[config.mk]
export PLATFORM = sky130hd
export DESIGN_NAME = xof_rej_sampler
export DESIGN_NICKNAME = d
export VERILOG_FILES = /design/src/rtl/xsmp_pkg.sv /design/src/rtl/xsmp_msg_former.sv /design/src/rtl/xsmp_group_split.sv /design/src/rtl/xof_rej_sampler.sv
export SDC_FILE = /design/constraint.sdc
export NUM_CORES = 1
export LEC_CHECK = 0
export BUFFER_PORTS_ARGS = -buffer_cell sky130_fd_sc_hd__buf_2
export CAP_MARGIN = 5
export CORE_UTILIZATION = 30
export DETAILED_ROUTE_END_ITERATION = 8
export PLACE_DENSITY = 0.59
export SETUP_SLACK_MARGIN = 0.4
export SLEW_MARGIN = 40
export SYNTH_ARGS = -nofsm -noshare
export SYNTH_HDL_FRONTEND = slang
export SYNTH_HIERARCHICAL = 1
export SYNTH_SLANG_ARGS = --single-unit
[constraint.sdc]
create_clock -name clk -period 3.8 [get_ports clk]
set_clock_uncertainty 0.05 [all_clocks]
set_input_delay 1.14 -clock clk [delete_from_list [all_inputs] [get_ports clk]]
set_output_delay 1.14 -clock clk [all_outputs]
set_load 0.02 [all_outputs]
[src/rtl/xsmp_pkg.sv]
package xsmp_pkg;

    localparam int COEFF_W = 12;

    typedef enum logic [1:0] {
        ST_IDLE    = 2'd0,
        ST_ABSORB  = 2'd1,
        ST_SQUEEZE = 2'd2
    } xsmp_state_e;

endpackage

[src/rtl/xsmp_msg_former.sv]
module xsmp_msg_former #(
    parameter int SEED_BYTES = 32,
    parameter int MIDX_W     = 6
) (
    input  logic [SEED_BYTES*8-1:0] seed,
    input  logic [7:0]              row,
    input  logic [7:0]              col,
    input  logic [MIDX_W-1:0]       midx,
    output logic [7:0]              byte_o,
    output logic                    last_o
);
    localparam int MSG_LEN = SEED_BYTES + 2;

    // Seed bytes first, then the column index, then the row index.
    always_comb begin
        byte_o = row;
        for (int k = 0; k < SEED_BYTES; k++) begin
            if (int'(midx) == k) byte_o = seed[k*8 +: 8];
        end
        if (int'(midx) == SEED_BYTES) byte_o = col;
        last_o = (int'(midx) == MSG_LEN - 1);
    end
endmodule

[src/rtl/xsmp_group_split.sv]
module xsmp_group_split #(
    parameter int Q = 3329
) (
    input  logic [7:0]                    b0,
    input  logic [7:0]                    b1,
    input  logic [7:0]                    b2,
    output logic [xsmp_pkg::COEFF_W-1:0]  d1,
    output logic [xsmp_pkg::COEFF_W-1:0]  d2,
    output logic                          ok1,
    output logic                          ok2
);
    localparam logic [xsmp_pkg::COEFF_W-1:0] Q_C = xsmp_pkg::COEFF_W'(Q);

    always_comb begin
        d1  = {b1[3:0], b0};
        d2  = {b2, b1[7:4]};
        ok1 = (d1 < Q_C);
        ok2 = (d2 < Q_C);
    end
endmodule

[src/rtl/xof_rej_sampler.sv]
module xof_rej_sampler #(
    parameter int SEED_BYTES = 32,
    parameter int Q          = 3329,
    parameter int N_COEFF    = 256
) (
    input  logic                          clk,
    input  logic                          rst_n,
    input  logic                          req_valid,
    output logic                          req_ready,
    input  logic [SEED_BYTES*8-1:0]       req_seed,
    input  logic [7:0]                    req_row,
    input  logic [7:0]                    req_col,
    output logic                          msg_valid,
    input  logic                          msg_ready,
    output logic [7:0]                    msg_byte,
    output logic                          msg_last,
    input  logic                          xof_valid,
    output logic                          xof_ready,
    input  logic [7:0]                    xof_byte,
    output logic                          coef_valid,
    input  logic                          coef_ready,
    output logic [xsmp_pkg::COEFF_W-1:0]  coef_data,
    output logic                          coef_last
);
    import xsmp_pkg::*;

    localparam int MSG_LEN = SEED_BYTES + 2;
    localparam int MIDX_W  = $clog2(MSG_LEN);
    localparam int CNT_W   = $clog2(N_COEFF + 1);
    localparam logic [CNT_W-1:0] N_C    = CNT_W'(N_COEFF);
    localparam logic [CNT_W-1:0] N_LAST = CNT_W'(N_COEFF - 1);

    typedef struct packed {
        xsmp_state_e             st;
        logic [SEED_BYTES*8-1:0] seed;
        logic [7:0]              row;
        logic [7:0]              col;
        logic [MIDX_W-1:0]       midx;
        logic [1:0]              gpos;
        logic [7:0]              b0;
        logic [7:0]              b1;
        logic [CNT_W-1:0]        made;
        logic                    ov;
        logic [COEFF_W-1:0]      oc;
        logic                    ol;
        logic                    hv;
        logic [COEFF_W-1:0]      hc;
        logic                    hl;
    } xsmp_regs_t;

    xsmp_regs_t r_q, r_d;

    logic [COEFF_W-1:0] cand1, cand2;
    logic               keep1, keep2;
    logic               take2;
    logic               slot_free, out_fire, in_fire;

    xsmp_msg_former #(
        .SEED_BYTES (SEED_BYTES),
        .MIDX_W     (MIDX_W)
    ) i_msg (
        .seed   (r_q.seed),
        .row    (r_q.row),
        .col    (r_q.col),
        .midx   (r_q.midx),
        .byte_o (msg_byte),
        .last_o (msg_last)
    );

    xsmp_group_split #(
        .Q (Q)
    ) i_split (
        .b0  (r_q.b0),
        .b1  (r_q.b1),
        .b2  (xof_byte),
        .d1  (cand1),
        .d2  (cand2),
        .ok1 (keep1),
        .ok2 (keep2)
    );

    always_comb begin
        r_d       = r_q;
        req_ready = (r_q.st == ST_IDLE);
        msg_valid = (r_q.st == ST_ABSORB);
        out_fire  = r_q.ov && coef_ready;
        slot_free = !r_q.ov || coef_ready;
        // Byte intake pauses while a candidate is held, once the polynomial
        // is complete, and on a group's third byte if the output slot is busy.
        xof_ready = (r_q.st == ST_SQUEEZE) && !r_q.hv && (r_q.made < N_C)
                    && ((r_q.gpos != 2'd2) || slot_free);
        in_fire   = xof_valid && xof_ready;
        take2     = keep2 && ((r_q.made + CNT_W'(keep1)) < N_C);

        unique case (r_q.st)
            ST_IDLE: begin
                if (req_valid) begin
                    r_d.st   = ST_ABSORB;
                    r_d.seed = req_seed;
                    r_d.row  = req_row;
                    r_d.col  = req_col;
                    r_d.midx = '0;
                end
            end
            ST_ABSORB: begin
                if (msg_ready) begin
                    if (msg_last) begin
                        r_d.st   = ST_SQUEEZE;
                        r_d.midx = '0;
                    end else begin
                        r_d.midx = r_q.midx + MIDX_W'(1);
                    end
                end
            end
            default: ;
        endcase

        // Output register and one-entry holding register.
        if (out_fire) r_d.ov = 1'b0;
        if (slot_free && r_q.hv) begin
            r_d.ov = 1'b1;
            r_d.oc = r_q.hc;
            r_d.ol = r_q.hl;
            r_d.hv = 1'b0;
        end

        if (in_fire) begin
            unique case (r_q.gpos)
                2'd0: begin
                    r_d.b0   = xof_byte;
                    r_d.gpos = 2'd1;
                end
                2'd1: begin
                    r_d.b1   = xof_byte;
                    r_d.gpos = 2'd2;
                end
                default: begin
                    r_d.gpos = 2'd0;
                    if (keep1) begin
                        r_d.ov = 1'b1;
                        r_d.oc = cand1;
                        r_d.ol = (r_q.made == N_LAST);
                        if (take2) begin
                            r_d.hv = 1'b1;
                            r_d.hc = cand2;
                            r_d.hl = ((r_q.made + CNT_W'(1)) == N_LAST);
                        end
                    end else if (take2) begin
                        r_d.ov = 1'b1;
                        r_d.oc = cand2;
                        r_d.ol = (r_q.made == N_LAST);
                    end
                    r_d.made = r_q.made + CNT_W'(keep1) + CNT_W'(take2);
                end
            endcase
        end

        // Flush on the final beat so nothing carries into the next request.
        if (out_fire && r_q.ol) begin
            r_d.st   = ST_IDLE;
            r_d.made = '0;
            r_d.gpos = 2'd0;
            r_d.hv   = 1'b0;
            r_d.ov   = 1'b0;
            r_d.ol   = 1'b0;
        end
    end

    always_ff @(posedge clk or negedge rst_n) begin
        if (!rst_n) r_q <= '0;
        else        r_q <= r_d;
    end

    assign coef_valid = r_q.ov;
    assign coef_data  = r_q.oc;
    assign coef_last  = r_q.ol;
endmodule

# Word level (Yosys, flattened, before mapping)
# Index checks and enable logic that the tools add are counted.
# W data, S select, Z words.
# classes
order_cmp	4
bitwise	1
n_addsub	4
n_reduce_logical	26
muxes	55
n_eq_ne	45
# op_table
cell	n
$mux W280	1
$mux W8	35
$eq A6 B6 Y1 const B	18
$mux W14	4
$mux W55	1
$eq A6 B5 Y1 const B	8
$mux W37	1
$eq A6 B4 Y1 const B	4
$lt A12 B12 Y1 const B	2
$add A9 B1 Y9	2
$eq A9 B8 Y1 const B	2
$lt A9 B9 Y1 const B	2
$mux W15	1
$eq A6 B3 Y1 const B	2
$mux W6	2
$pmux W6 S2	1
$mux W10	1
$mux W2	5
$add A9 B1 Y9 const B	1
$logic_and A1 B1 Y1	8
$pmux W2 S2	2
$reduce_and A2 Y1	4
$reduce_and A4 Y1	2
$add A6 B1 Y6 const B	1
17 further kinds	25
# word_totals
out_inout_bits	26
in_bits	286
ff_bits	335
elab_cells	150

# Logic depth before layout (Yosys ltp)
# depth
depth_word	34
depth_mapped	16

# Modules after synthesis
# Netlist, hierarchy kept.
# modules_own_cells
mod	n_inst	area_per_inst_um2	seq_area_each_um2	cells_per_inst
xof_rej_sampler	1	13634.3	8383.0	1491
xsmp_msg_former	1	3523.4	0.0	523
xsmp_group_split	1	257.7	0.0	32

# Worst setup path after synthesis
# No wires, ideal clock.
# synth_path
kind	flip-flop to flip-flop
start	register r_q[51] (netlist name)
end	register r_q[32] (netlist name)
synth_period_minus_slack_ns	3.745
arrival_ns	3.563
slack_ns	0.055
path_stages_with_launch	17
setup_ns	0.132
path_cell_list	dfrtp_1 > nor4_1 > a21boi_1 > o211ai_2 > ha_1 > ha_1 > nand2_1 > o311a_1 > or2_1 > buf_2 > ha_1 > ha_1 > inv_1 > o41ai_1 > o21ai_0 > xor2_1 > nor2_1
# synth_via
elab_chain_len	8
# synth_lines
item	line	text
start: declaration	xof_rej_sampler.sv:51	xsmp_regs_t r_q, r_d;
start signal: assignment	xof_rej_sampler.sv:171	else r_q <= r_d;
$lt A12 B12 Y1 *	xsmp_group_split.sv:17	ok1 = (d1 < Q_C);
via keep1	xof_rej_sampler.sv:54	logic keep1, keep2;
$add A9 B1 Y9 *	xof_rej_sampler.sv:93, xof_rej_sampler.sv:153	
$lt A9 B9 Y1	xof_rej_sampler.sv:93	take2 = keep2 && ((r_q.made + CNT_W'(keep1)) < N_C);
$logic_and A1 B1 Y1	xof_rej_sampler.sv:93	
$add A9 B1 Y9 *	xof_rej_sampler.sv:153	r_d.made = r_q.made + CNT_W'(keep1) + CNT_W'(take2);
$mux W37 *	xof_rej_sampler.sv:128	unique case (r_q.gpos)
$mux W55 *	xof_rej_sampler.sv:127	if (in_fire) begin
$mux W10 *	xof_rej_sampler.sv:159	if (out_fire && r_q.ol) begin
# The timed path passes the listed nets; every way through them passes the cells marked *. The select of a mux whose other input is x is not followed.
# A chain may end at the register's enable or synchronous reset.

# Final worst setup path
# layout_path
start	register r_q[55] (netlist name)
end	output msg_byte[3]
# layout_via
elab_chain_len	34
word_cells_on_any_way	66
cone_classes	eq/ne: 32; mux: 33; reduce/logical: 1
# layout_lines
item	line	text
$logic_not A6 Y1	xsmp_msg_former.sv:18	if (int'(midx) == k) byte_o = seed[k*8 +: 8];
$mux W8 (32 in series)	xsmp_msg_former.sv:18	
$mux W8 *	xsmp_msg_former.sv:20	if (int'(midx) == SEED_BYTES) byte_o = col;
end: declaration	xof_rej_sampler.sv:15	output logic [7:0] msg_byte,
# Mark *: on every way between the ends. The rest lies on a longest branch, timed or not.

==> reports/summary.txt <==
PD cells: 738 nW/um^2
Count of cell types in the netlist: 88
Post-DP HPWL: 47900 um
Vias: 16100
WP depth: 12
Worst reg2reg path depth: 15
Rows: 87
Ratio of cells with drive above 1 in the final layout: 29.1%
Hold_sp: r_q[164]
Register Area: 8400 um^2
# hold bufs at CTS: 0
Final TNS setup: -2.20 ns
Initial antenna violation count: 13
Worst-Skew Late Latency: 0.56 ns
CP top delay family: buffers and inverters
Critical Path End Type: output port
Vias in the first global route: 16100
Final Hold Fails: 0
Most frequent cells in the layout: nand2_1, dfrtp_1, buf_2
Tightest Hold Check Type: register to register
Post-Place Cells: 3047
Post-route ant nets: 0
Critical path buffers and inverters: 6
Mapped Nets: 2338
FF+latch count, synth: 335
Measured slew at the worst slew-check pin: 0.776 ns
Area Overhead vs Synth: 29.5%
Final worst slack: -0.354 ns
Tot GR Track Use: 21.4%
Max IR drop VDD: 415 uV
Synth warn: 6
DIE AREA: 59000 um^2
Leak: 11.1 nW
Nets@finish: 2670
Total clock buffers created by CTS: 40
Met3 Use GR: 5.22%
EDFF count, synth: 0
Avg Inst Size Synth: 8.51 um^2
Number of I/O pins: 312
Max Root-Sink Buffers: 3
Clk sink count: 335
TritonCTS clock tree: yes
Core area: 56800 um^2
Finished Layout Cells: 3163
R2r setup slk: 0.59 ns
CP max FO: 14
Slew margin rel.: 48.0%
Number of port buffers: 311
Critical Path Start Type: register
Async set-or-reset flop fraction in the synthesized netlist: 100%
Critical Path AT: 2.96 ns
Critical Path End: msg_byte[3]
Final worst path period share: 109%
1st-iter DRT viols: 1315
Setup violators final: 8
CP max stage delay: 0.52 ns
GRT Residual Overflow: 0
GR peak layer: met2
Largest net degree at the start of global routing: 104
GRT met1 Usage: 29.4%
Critical R2R Launch: r_q[47]
First-pass DRT Iterations: 5
Routed WL: 64500 um
Clock transition at path regs: 0.06 ns
Initial Util: 30.6%
Min cycle time layout: 4.15 ns
Failing checks: negative setup slack
DRC Markers: 0
Die X: 243 um
Mapped cell area: 17400 um^2
Top_reg_cell synth: dfrtp_1
Filler cells: 5766
Crit path cell chain: buf_12, buf_12, buf_16, nor2_1, buf_4, nand2_1, a31oi_1, a21oi_2, nand4_1, a41oi_2, buf_4, buf_6
Root Driver: clkbuf_16
Most common cell after layout, fill and taps aside: nand2_1
Cells after synthesis: 2046
# H-tree levels: 2
First-pass GRT wire length: 97700 um
F_max: 241 MHz
DR WL/cell: 20.4 um
RR Endpoint: r_q[32]
Crit Path Category: register to output port
Max Slew Vio Count: 0
Die Span Y: 243 um
CP required: 2.61 ns
Area occupied by multi-input gates: 8600 um^2
CP Launch Point: r_q[55]
Vias per cell: 5.11
Run status: complete, but fails checks
Met2 Track Usage GR: 32.9%
Total of max-cap violations: 0
RSZ-0062 raised after global routing: true
Placer Congestion: 0.963
Register area share after synthesis: 48.1%
Slowest CP cell: dfrtp_4
metal layers:
metal  vias to the layer above  routed length [um]  share of wire (%)
met5                         -                 149               0.23
met4                        22                1850                2.9
met3                       135                5140                8.0
met2                       614               29100                 45
met1                      7826               28300                 44
li1                       7551                   -                  -
report_power, final:
group / switching, mW / internal [mW] / total, mW
clock: 1.55 / 2.31 / 3.86
combinational: 3.84 / 2.83 / 6.67
sequential: 1.14 / 4.98 / 6.12
flip-flops by register name (all words and copies together), names as in the netlist:
| signal | flops |
|---|---|
| coef_data | 12 |
| coef_last | 1 |
| coef_valid | 1 |
| r_q | 321 |
cell type report:
cell class / instances / area share, %
Inverter: 11 / 0.183
Clock inverter: 17 / 0.910
Antenna cell: 1 / 0.0111
Multi-Input combinational cell: 1526 / 38.1
Timing Repair Buffer: 464 / 14.5
Sequential cell: 335 / 37.2
Tap cell: 756 / 4.19
Clock buffer: 53 / 4.88
per-stage QoR:
stage,utilization (%),area (um^2),worst slack [ns],power [mW],hold slack [ns]
after global placement,35.6,20200,-0.177,11.9,0.402
after CTS,39.0,22200,-0.391,16.5,0.424
final,39.7,22600,-0.354,16.7,0.422
after detailed placement,35.6,20200,-0.224,12.0,0.408
after floorplan,-,17500,0.312,9.19,0.387
after global routing,39.7,22600,-0.408,17.6,0.442
cells by family after synthesis:
logic type / count (synthesis) / synth area share [%]
XOR/XNOR: 4 / 0.201
buffers and inverters: 186 / 5.42
AND/OR/NAND/NOR: 1084 / 26.3
multiplexers: 105 / 7.11
adder cells (fa/ha/maj): 6 / 0.431
AO/OA/AOI/OAI: 326 / 12.5
flip-flops: 335 / 48.1
what timing repair did:
action,4_1_cts,5_1_grt
pin swaps,22,23
gates resized for setup,76,54
endpoints found under the setup margin,9,13
setup buffers,31,8
gates cloned,2,4
synthesized netlist by cell type, types with 6 or more instances:
master	number	area [um^2]
inv_1	9	33.8
a21o_1	6	45.0
nand2_1	887	3330
a211oi_1	11	82.6
nand3b_1	6	45.0
a221oi_1	7	61.3
or4b_1	6	60.1
mux2i_1	37	370
o21ai_0	57	285
clkbuf_1	79	297
nand2b_1	16	100
nor2_1	45	169
o211ai_1	13	97.6
o21ai_1	10	50.1
o221ai_1	9	78.8
mux2_2	58	653
nor3_1	27	135
buf_4	46	345
o31ai_1	6	45.0
o22ai_1	40	250
a31oi_1	18	113
dfrtp_1	335	8380
a32oi_1	8	70.1
a21oi_1	76	380
ha_1	6	75.1
nand3_1	25	125
nand4_1	7	43.8
buf_2	46	230
mux4_2	9	203
and2_1	9	56.3
nor2b_1	10	62.6
worst min-delay path by stage:
stage                           to  cells past startpoint  slack (ns)
after CTS                 r_q[187]                      2        0.42
final                     r_q[164]                      2        0.42
after global routing      r_q[143]                      2        0.44
after detailed placement  r_q[281]                      2        0.41
after floorplan           r_q[123]                      2        0.39
after global placement    r_q[187]                      2        0.40
worst min-delay path, cell delays in order (launching register included):
cell and delay (ns):
dfrtp_1 0.34, nand2_1 0.05, nand2_1 0.05
(Power assumes the default switching activity.)
